**src/rtl/i2c_fe_pkg.sv**
```systemverilog
package i2c_fe_pkg;
  typedef struct packed {
    logic lvl;
    logic rise;
    logic fall;
  } line_ev_t;
endpackage

```
**src/rtl/i2c_fe_filter.sv**
```systemverilog
module i2c_fe_filter
  import i2c_fe_pkg::*;
#(
  parameter int unsigned FILT_CYC = 13
) (
  input  logic     clk_i,
  input  logic     rst_ni,
  input  logic     pin_i,
  output logic     sync_o,
  output line_ev_t ev_o
);
  localparam int unsigned CW = $clog2(FILT_CYC + 1);
  localparam logic [CW-1:0] LAST = CW'(FILT_CYC - 1);

  logic [1:0]    sync_q;
  logic [CW-1:0] run_q;
  logic          lvl_q, prev_q;

  always_ff @(posedge clk_i or negedge rst_ni) begin
    if (!rst_ni) begin
      sync_q <= 2'b11;
      run_q  <= '0;
      lvl_q  <= 1'b1;
      prev_q <= 1'b1;
    end else begin
      sync_q <= {sync_q[0], pin_i};
      prev_q <= lvl_q;
      if (sync_q[1] != lvl_q) begin
        if (run_q == LAST) begin
          lvl_q <= sync_q[1];
          run_q <= '0;
        end else begin
          run_q <= run_q + 1'b1;
        end
      end else begin
        run_q <= '0;
      end
    end
  end

  assign sync_o    = sync_q[1];
  assign ev_o.lvl  = lvl_q;
  assign ev_o.rise = lvl_q & ~prev_q;
  assign ev_o.fall = ~lvl_q & prev_q;
endmodule

```
**src/rtl/i2c_fe_cond.sv**
```systemverilog
module i2c_fe_cond
  import i2c_fe_pkg::*;
(
  input  logic     clk_i,
  input  logic     rst_ni,
  input  line_ev_t scl_ev_i,
  input  line_ev_t sda_ev_i,
  output logic     start_o,
  output logic     stop_o,
  output logic     idle_o
);
  logic busy_q;

  // SCL level sampled in the same cycle the filtered SDA edge is reported
  assign start_o = sda_ev_i.fall & scl_ev_i.lvl;
  assign stop_o  = sda_ev_i.rise & scl_ev_i.lvl;

  always_ff @(posedge clk_i or negedge rst_ni) begin
    if (!rst_ni)      busy_q <= 1'b0;
    else if (start_o) busy_q <= 1'b1;
    else if (stop_o)  busy_q <= 1'b0;
  end

  assign idle_o = ~busy_q & scl_ev_i.lvl & sda_ev_i.lvl;
endmodule

```
**src/rtl/i2c_fe_sda_hold.sv**
```systemverilog
module i2c_fe_sda_hold #(
  parameter int unsigned HOLD_CYC = 75
) (
  input  logic clk_i,
  input  logic rst_ni,
  input  logic scl_fall_i,
  input  logic drive_i,
  output logic oe_o
);
  localparam int unsigned HW = $clog2(HOLD_CYC + 1);
  localparam logic [HW-1:0] LOAD = HW'(HOLD_CYC);

  logic [HW-1:0] hold_q;
  logic          oe_q;
  logic          open_w;

  assign open_w = (hold_q == '0) & ~scl_fall_i;

  always_ff @(posedge clk_i or negedge rst_ni) begin
    if (!rst_ni) begin
      hold_q <= '0;
      oe_q   <= 1'b0;
    end else begin
      if (scl_fall_i)        hold_q <= LOAD;
      else if (hold_q != '0) hold_q <= hold_q - 1'b1;
      if (open_w) oe_q <= drive_i;
    end
  end

  assign oe_o = oe_q;
endmodule

```
**src/rtl/i2c_line_frontend.sv**
```systemverilog
module i2c_line_frontend
  import i2c_fe_pkg::*;
#(
  parameter int unsigned FILT_CYC = 13,
  parameter int unsigned HOLD_CYC = 75
) (
  input  logic clk_i,
  input  logic rst_ni,
  input  logic scl_i,
  input  logic sda_i,
  input  logic sda_drive_i,
  output logic scl_o,
  output logic sda_o,
  output logic scl_rise_o,
  output logic scl_fall_o,
  output logic start_o,
  output logic stop_o,
  output logic idle_o,
  output logic sda_oe_o
);
  line_ev_t ev_w [2];
  logic     sync_w [2];
  logic     pin_w  [2];

  assign pin_w[0] = scl_i;
  assign pin_w[1] = sda_i;

  for (genvar g = 0; g < 2; g++) begin : g_line
    i2c_fe_filter #(.FILT_CYC(FILT_CYC)) u_filt (
      .clk_i  (clk_i),
      .rst_ni (rst_ni),
      .pin_i  (pin_w[g]),
      .sync_o (sync_w[g]),
      .ev_o   (ev_w[g])
    );
  end

  logic scl_sync, sda_sync;
  assign scl_sync = sync_w[0];
  assign sda_sync = sync_w[1];

  i2c_fe_cond u_cond (
    .clk_i    (clk_i),
    .rst_ni   (rst_ni),
    .scl_ev_i (ev_w[0]),
    .sda_ev_i (ev_w[1]),
    .start_o  (start_o),
    .stop_o   (stop_o),
    .idle_o   (idle_o)
  );

  i2c_fe_sda_hold #(.HOLD_CYC(HOLD_CYC)) u_hold (
    .clk_i      (clk_i),
    .rst_ni     (rst_ni),
    .scl_fall_i (ev_w[0].fall),
    .drive_i    (sda_drive_i),
    .oe_o       (sda_oe_o)
  );

  assign scl_o      = ev_w[0].lvl;
  assign sda_o      = ev_w[1].lvl;
  assign scl_rise_o = ev_w[0].rise;
  assign scl_fall_o = ev_w[0].fall;
endmodule

```
**config.mk**
```make
export PLATFORM = sky130hd
export DESIGN_NAME = i2c_line_frontend
export DESIGN_NICKNAME = d
export VERILOG_FILES = /design/src/rtl/i2c_fe_pkg.sv /design/src/rtl/i2c_fe_filter.sv /design/src/rtl/i2c_fe_cond.sv /design/src/rtl/i2c_fe_sda_hold.sv /design/src/rtl/i2c_line_frontend.sv
export SDC_FILE = /design/constraint.sdc
export NUM_CORES = 1
export LEC_CHECK = 0
export CORE_MARGIN = 3
export CORE_UTILIZATION = 30
export CTS_CLUSTER_DIAMETER = 40
export DETAILED_ROUTE_END_ITERATION = 12
export SLEW_MARGIN = 5
export SYNTH_ARGS = -nofsm -noshare
export SYNTH_HDL_FRONTEND = slang
export SYNTH_SLANG_ARGS = --single-unit
export TNS_END_PERCENT = 10
```
**constraint.sdc**
```tcl
create_clock -name clk_i -period 3.8 [get_ports clk_i]
set_input_delay 0.76 -clock clk_i [delete_from_list [all_inputs] [get_ports clk_i]]
set_output_delay 0.76 -clock clk_i [all_outputs]
set_load 0.01 [all_outputs]
```
==> flow_metrics.env, run 1 <==
export IMPL_worst_ep_required_time_ps=3040
export IMPL_synth_area_per_cell_um2=11.5
export IMPL_global_route_overflow=0
export IMPL_insertedDiodeCount=0
export IMPL_cts_buffers=3
export IMPL_finalSetupViolations=0
export IMPL_synthDistinctLibCells=32
export IMPL_ir_worst_vdd_v=0.000271
export IMPL_cp_data_arrival_time_ps=1730
export IMPL_max_cap_viol_count=0
export IMPL_drt_pass1_iterations=4
export IMPL_p_per_area_mw_per_mm2=531
export IMPL_ys_warn_count=0
export IMPL_mostFrequentLayoutCell="sky130_fd_sc_hd__dfrtp_1"
export IMPL_vias=762
export IMPL_asyncSetResetFlopFracSynth=1.00
export IMPL_timing_setup_tns_ps=0
export IMPL_clockRootBuffer="sky130_fd_sc_hd__clkbuf_8"
export IMPL_number_of_antenna_violations_at_the_first_check_in_global_routing=0
export IMPL_die_width_um=67.6
export IMPL_syn_cell_area_mm2=0.00114
export IMPL_wl_um=1950
export IMPL_synth_yosys_seq_area_share=0.558
export IMPL_die_area_mm2=0.00458
export IMPL_dp_hpwl_um=1500
export IMPL_clk_transition_reported_paths_ps=80
export IMPL_clock_fmax_mhz=402
export IMPL_grt_pass1_vias=807
export IMPL_cts_repair_timing_setup_buffer_count=0
export IMPL_io_pins=13
export IMPL_whs_ps=358
export IMPL_clock_sinks=25
export IMPL_routed_wire_length_per_instance_um=12.1
export IMPL_path_max_fanout=8
export IMPL_synth_cells=99
export IMPL_post_route_cells_drive_above_1_share=0.164
export IMPL_timing_final_crit_share=0.655
export IMPL_die_height_um=67.6
export IMPL_postRouteAntennaNets=0
export IMPL_buffer_ports_inserted=12
export IMPL_cts_repair_resize_count=0
export IMPL_detail_route_drc_violations=0
export IMPL_floorplan_rows=21
export IMPL_finalMaxSlewViolations=0
export IMPL_worst_skew_pair_late_latency_ps=260
export IMPL_globalplace_congestion=0.749
export IMPL_drt_iter0_drc=26
export IMPL_postSynthRegisterBits=25
export IMPL_setup_repair_after_global_routing_missed_its_margin="false"
export IMPL_timing_clock_skew_ps=5.98
export IMPL_period_minus_slack_ps=2490
export IMPL_cts_hold_repair_buffers=0
export IMPL_max_slew_worst_pin_slew_ps=654
export IMPL_cts_htree_levels=1
export IMPL_grt_start_max_net_pins=14
export IMPL_hp_class="flip-flop to flip-flop"
export IMPL_synth_enable_flop_cells=0
export IMPL_maximum_root_to_sink_buffer_count=2
export IMPL_setup_worst_path_class="flip-flop to output pin"
export IMPL_r2r_start="u_hold.hold_q[0]"
export IMPL_syn_nets=109
export IMPL_hold_start="g_line[0].u_filt.sync_q[0]"
export IMPL_groute_usage_overall=0.0992
export IMPL_status="finished clean"
export IMPL_worst_slew_margin_rel=0.563
export IMPL_report_final_hold_viol_count=0
export IMPL_final_net_count=127
export IMPL_vias_per_cell=4.70
export IMPL_critPathCaptureType="output pin"
export IMPL_worstSetupStartpoint="g_line[0].u_filt.lvl_q"
export IMPL_core_area_mm2=0.00349
export IMPL_grt_first_pass_wirelength_um=3390
export IMPL_start_util=0.326
export IMPL_ys_dominant_reg_cell="sky130_fd_sc_hd__dfrtp_1"
export IMPL_tritoncts="built"
export IMPL_most_common_layout_cells="sky130_fd_sc_hd__dfrtp_1 (17), sky130_fd_sc_hd__clkdlybuf4s50_1 (12), sky130_fd_sc_hd__a21oi_1 (9)"
export IMPL_area_growth_synth_to_final_pct=20.2
export IMPL_reg2reg_depth=5
export IMPL_leak_pwr_nw=0.576
export IMPL_critPathLaunchType="flip-flop"
export IMPL_whs_path_depth=0
## worst paths after layout
path | endpoint | slack [ps]
worst min-delay path | g_line[0].u_filt.sync_q[1] | 360
worst min register to register | g_line[0].u_filt.sync_q[1] | 360
worst max-delay path | scl_fall_o | 1310
max in group asynchronous | g_line[0].u_filt.prev_q | 2210
min in group asynchronous | g_line[1].u_filt.run_q[0] | 890
worst max register to register | u_hold.oe_o | 2070
## registers in the layout, summed over array words and instances, names as in the netlist
| register | count |
|---|---|
| u_hold.hold_q | 7 |
| g_line.u_filt.prev_q | 2 |
| u_cond.busy_q | 1 |
| u_hold.oe_o | 1 |
| g_line.u_filt.lvl_q | 2 |
| g_line.u_filt.run_q | 8 |
| g_line.u_filt.sync_q | 4 |
## cells in the mapped netlist, drive strengths merged, types with 2 or more instances
cell type / count / area [µm²]
dfrtp: 17 / 425
a21oi: 9 / 45.0
inv: 9 / 33.8
dfstp: 8 / 210
ha: 5 / 62.6
nand2: 5 / 18.8
nand2b: 4 / 25.0
nand3: 4 / 20.0
nor2: 4 / 15.0
nor3b: 4 / 41.3
o21ai: 4 / 20.0
mux2: 3 / 33.8
nor2b: 3 / 18.8
nor3: 3 / 20.0
xnor2: 3 / 26.3
a211o: 2 / 17.5
or3: 2 / 17.5
or4: 2 / 15.0
## power by group
group / total (W) / leakage, nW / switching, W / internal (W)
Clock: 0.000151 / 0.0228 / 0.0000761 / 0.0000748
Combinational: 0.000205 / 0.252 / 0.000100 / 0.000105
Sequential: 0.000372 / 0.301 / 0.0000552 / 0.000317
## kinds of logic (layout without fill, tap and decap cells)
| family | count (synthesis) | in the layout | synth area share |
|---|---|---|---|
| multiplexers | 4 | 4 | 0.0384 |
| AND/OR/NAND/NOR | 34 | 34 | 0.200 |
| AO/OA/AOI/OAI | 18 | 18 | 0.0933 |
| adder cells (fa/ha/maj) | 5 | 5 | 0.0549 |
| flip-flops | 25 | 25 | 0.558 |
| buffers and inverters | 10 | 27 | 0.0329 |
| XOR/XNOR | 3 | 3 | 0.0231 |
## final cells by class
class	count	area [µm²]
fillers	334	2120
repair buffers	13	128
well taps	46	57.6
clock buffers	4	45.0
multi-input cells	64	467
inverters	10	37.5
flip-flops and latches	25	636
## stage by stage
step	cell area, µm²	util	power (W)	setup slack [ps]	instances
6_report	1370	0.392	0.000728	1310	162
5_1_grt	1370	0.392	0.000785	1160	162
4_1_cts	1370	0.392	0.000742	1280	162
3_5_place_dp	1330	0.379	0.000585	1590	158
3_3_place_gp	1330	0.379	0.000574	1620	158
2_1_floorplan	1140	-	0.000521	2120	99
## critical path, cell delays in order, from the launching register on
cell and delay [ps]:
sky130_fd_sc_hd__dfstp_2 600, sky130_fd_sc_hd__nand2b_1 260, sky130_fd_sc_hd__inv_1 120, sky130_fd_sc_hd__clkdlybuf4s50_1 490
## layer usage
layer | track usage | vias to the layer above | share of wire
li1 | - | 374 | -
met1 | 0.119 | 369 | 0.46
met5 | 0 | - | 0
met2 | 0.165 | 17 | 0.48
met4 | 0.0228 | 0 | 0.0072
met3 | 0.0399 | 2 | 0.059
(Power assumes the default switching activity.)
==> run 2, diff against run 1 <==
==> constraint.sdc (replaced) <==
create_clock -name clk_i -period 2.28 [get_ports clk_i]
set_input_delay 0.456 -clock clk_i [delete_from_list [all_inputs] [get_ports clk_i]]
set_output_delay 0.456 -clock clk_i [all_outputs]
set_load 0.01 [all_outputs]
==> run 2 against run 1 <==
  * Setup slack got worse by 1100 ps
  * Sequential power grew 66%
  * Register-to-register slack got worse by 1500 ps
  * Routed wire length increased by 2.2%
  * Hold slack worse by 2.1 ps
  * Critical path depth is the same
  * Final cell count is the same
  * Utilization increased by 0.072 points
  * Critical endpoint unchanged
  * Largest power group unchanged
==> flow_metrics.env, run 2 (synthesized netlist as in run 1, its figures left out) <==
export IMPL_layout_top_registers="g_line.u_filt.run_q (8), u_hold.hold_q (7), g_line.u_filt.sync_q (4)"
export IMPL_number_of_antenna_violations_at_the_first_check_in_global_routing=0
export IMPL_post_layout_utilization_of_the_core=0.393
export IMPL_detail_route_drc_violations=0
export IMPL_largest_reg_flops=8
export IMPL_stdcell_area_mm2=0.00137
export IMPL_max_cap_viol_count=0
export IMPL_worst_slew_margin_rel=0.715
export IMPL_core_area_mm2=0.00349
export IMPL_leak_pwr_nw=0.577
export IMPL_grt_start_max_net_pins=26
export IMPL_vias_per_cell=4.81
export IMPL_multiInputGateArea_um2=469
export IMPL_power_clock_fraction=0.207
export IMPL_global_route_overflow=0
export IMPL_clock_fmax_mhz=477
export IMPL_worst_skew_pair_late_latency_ps=260
export IMPL_pwr_share_seq=0.508
export IMPL_mostFrequentLayoutCell="sky130_fd_sc_hd__dfrtp_1"
export IMPL_critPathCaptureType="output pin"
export IMPL_insertedDiodeCount=0
export IMPL_p_per_area_mw_per_mm2=887
export IMPL_cp_cell_sequence="nand2b_2 > inv_1 > clkdlybuf4s50_1"
export IMPL_wl_um=2000
export IMPL_combinationalPowerShare=0.285
export IMPL_grt_pass1_vias=790
export IMPL_post_route_cells_drive_above_1_share=0.172
export IMPL_floorplan_rows=21
export IMPL_groute_usage_overall=0.103
export IMPL_path_max_fanout=8
export IMPL_start_util=0.326
export IMPL_postRouteAntennaNets=0
export IMPL_max_slew_worst_pin_slew_ps=424
export IMPL_timing_clock_skew_ps=2.78
export IMPL_setup_worst_path_class="flip-flop to output pin"
export IMPL_max_flop_register="g_line.u_filt.run_q"
export IMPL_routed_wire_length_per_instance_um=12.3
export IMPL_clockRootBuffer="sky130_fd_sc_hd__clkbuf_8"
export IMPL_tritoncts="built"
export IMPL_max_stage_delay_ps=600
export IMPL_setup_repair_after_global_routing_missed_its_margin="false"
export IMPL_drt_iter0_drc=37
export IMPL_maximum_root_to_sink_buffer_count=2
export IMPL_cp_data_arrival_time_ps=1640
export IMPL_seqCellArea_um2=636
export IMPL_grt_first_pass_wirelength_um=3440
export IMPL_timing_final_crit_share=0.919
export IMPL_final_net_count=127
export IMPL_worst_ep_required_time_ps=1820
export IMPL_die_height_um=67.6
export IMPL_die_area_mm2=0.00458
export IMPL_critPathLaunchType="flip-flop"
export IMPL_timing_setup_tns_ps=0
export IMPL_die_width_um=67.6
export IMPL_clk_transition_reported_paths_ps=80
export IMPL_totalPowerFinal_w=0.00122
export IMPL_report_final_hold_viol_count=0
export IMPL_placedInstanceArea_mm2=0.00133
export IMPL_vias=779
export IMPL_hp_class="flip-flop to flip-flop"
export IMPL_master_of_the_slowest_instance_on_the_critical_path="sky130_fd_sc_hd__dfstp_2"
export IMPL_internal_cell_power_w=0.000828
export IMPL_dp_hpwl_um=1510
export IMPL_io_pins=13
export IMPL_reg2reg_setup_slack_ps=570
export IMPL_net_switching_fraction_of_the_power=0.320
export IMPL_cts_htree_levels=1
export IMPL_area_growth_synth_to_final_pct=20.4
export IMPL_finalSetupViolations=0
export IMPL_ir_worst_vdd_v=0.000408
export IMPL_globalplace_congestion=0.748
export IMPL_filler_cell_count=343
export IMPL_finalMaxSlewViolations=0
export IMPL_most_common_layout_cells="sky130_fd_sc_hd__dfrtp_1 (17), sky130_fd_sc_hd__clkdlybuf4s50_1 (12), sky130_fd_sc_hd__a21oi_1 (9)"
export IMPL_cts_buffers=3
export IMPL_p_switching_w=0.000390
export IMPL_status="finished clean"
export IMPL_buffer_ports_inserted=12
export IMPL_clock_sinks=25
export IMPL_period_minus_slack_ps=2090
export IMPL_drt_pass1_iterations=4
==> run 2: changes by cell type in the layout (fill, tap and decap cells not counted) <==
| cell | change |
|---|---|
| sky130_fd_sc_hd__nand2b_1 | -1 |
| sky130_fd_sc_hd__nand2b_2 | +1 |
==> run 2: metrics by stage <==
step           hold slack, ps  instances  setup WS [ps]
2_1_floorplan             160         99            766
3_3_place_gp              346        158            410
3_5_place_dp              347        158            377
4_1_cts                   358        162           74.6
5_1_grt                   358        162           75.3
6_report                  356        162            185
==> run 2: layout make-up <==
type | count | share of cell area
clock buffers | 4 | 0.0328
inverters | 10 | 0.0273
multi-input cells | 64 | 0.342
flip-flops and latches | 25 | 0.463
well taps | 46 | 0.0419
repair buffers | 13 | 0.0930
==> run 2: what timing repair did <==
item / 4_1_cts / 5_1_grt
buffers inserted: 0 / 0
endpoints found under the setup margin: 0 / 1
hold buffers: 0 / 0
resized for setup: 0 / 1
==> run 2: critical path: cells and delay by family (launching register included) <==
| family | cells | cell delay (ps) |
|---|---|---|
| flops | 1 | 600 |
| simple gates | 1 | 210 |
| buf+inv | 2 | 570 |
==> run 2: worst paths after layout <==
kind,startpoint,to,cells past startpoint
max in group asynchronous,rst_ni,g_line[0].u_filt.sync_q[0],2
worst min register to register,g_line[1].u_filt.sync_q[0],g_line[1].u_filt.sync_q[1],0
worst max register to register,u_hold.hold_q[0],u_hold.oe_o,5
worst min-delay path,g_line[1].u_filt.sync_q[0],g_line[1].u_filt.sync_q[1],0
min in group asynchronous,rst_ni,g_line[1].u_filt.run_q[1],2
worst max-delay path,g_line[0].u_filt.lvl_q,scl_fall_o,3
==> run 2: power by group through the flow <==
stage	registers [W]	logic, W	clock network [W]
5_1_grt	0.000633	0.000393	0.000297
4_1_cts	0.000619	0.000356	0.000270
6_report	0.000619	0.000346	0.000253
3_3_place_gp	0.000623	0.000334	0
2_1_floorplan	0.000613	0.000256	0
3_5_place_dp	0.000626	0.000354	0
==> run 2: per-layer routing <==
layer,global-route usage,vias to the layer above,share of wire
met4,0.0380,0,0.0095
met3,0.0399,2,0.059
met2,0.179,17,0.49
met5,0,-,0
met1,0.114,379,0.44
li1,-,381,-
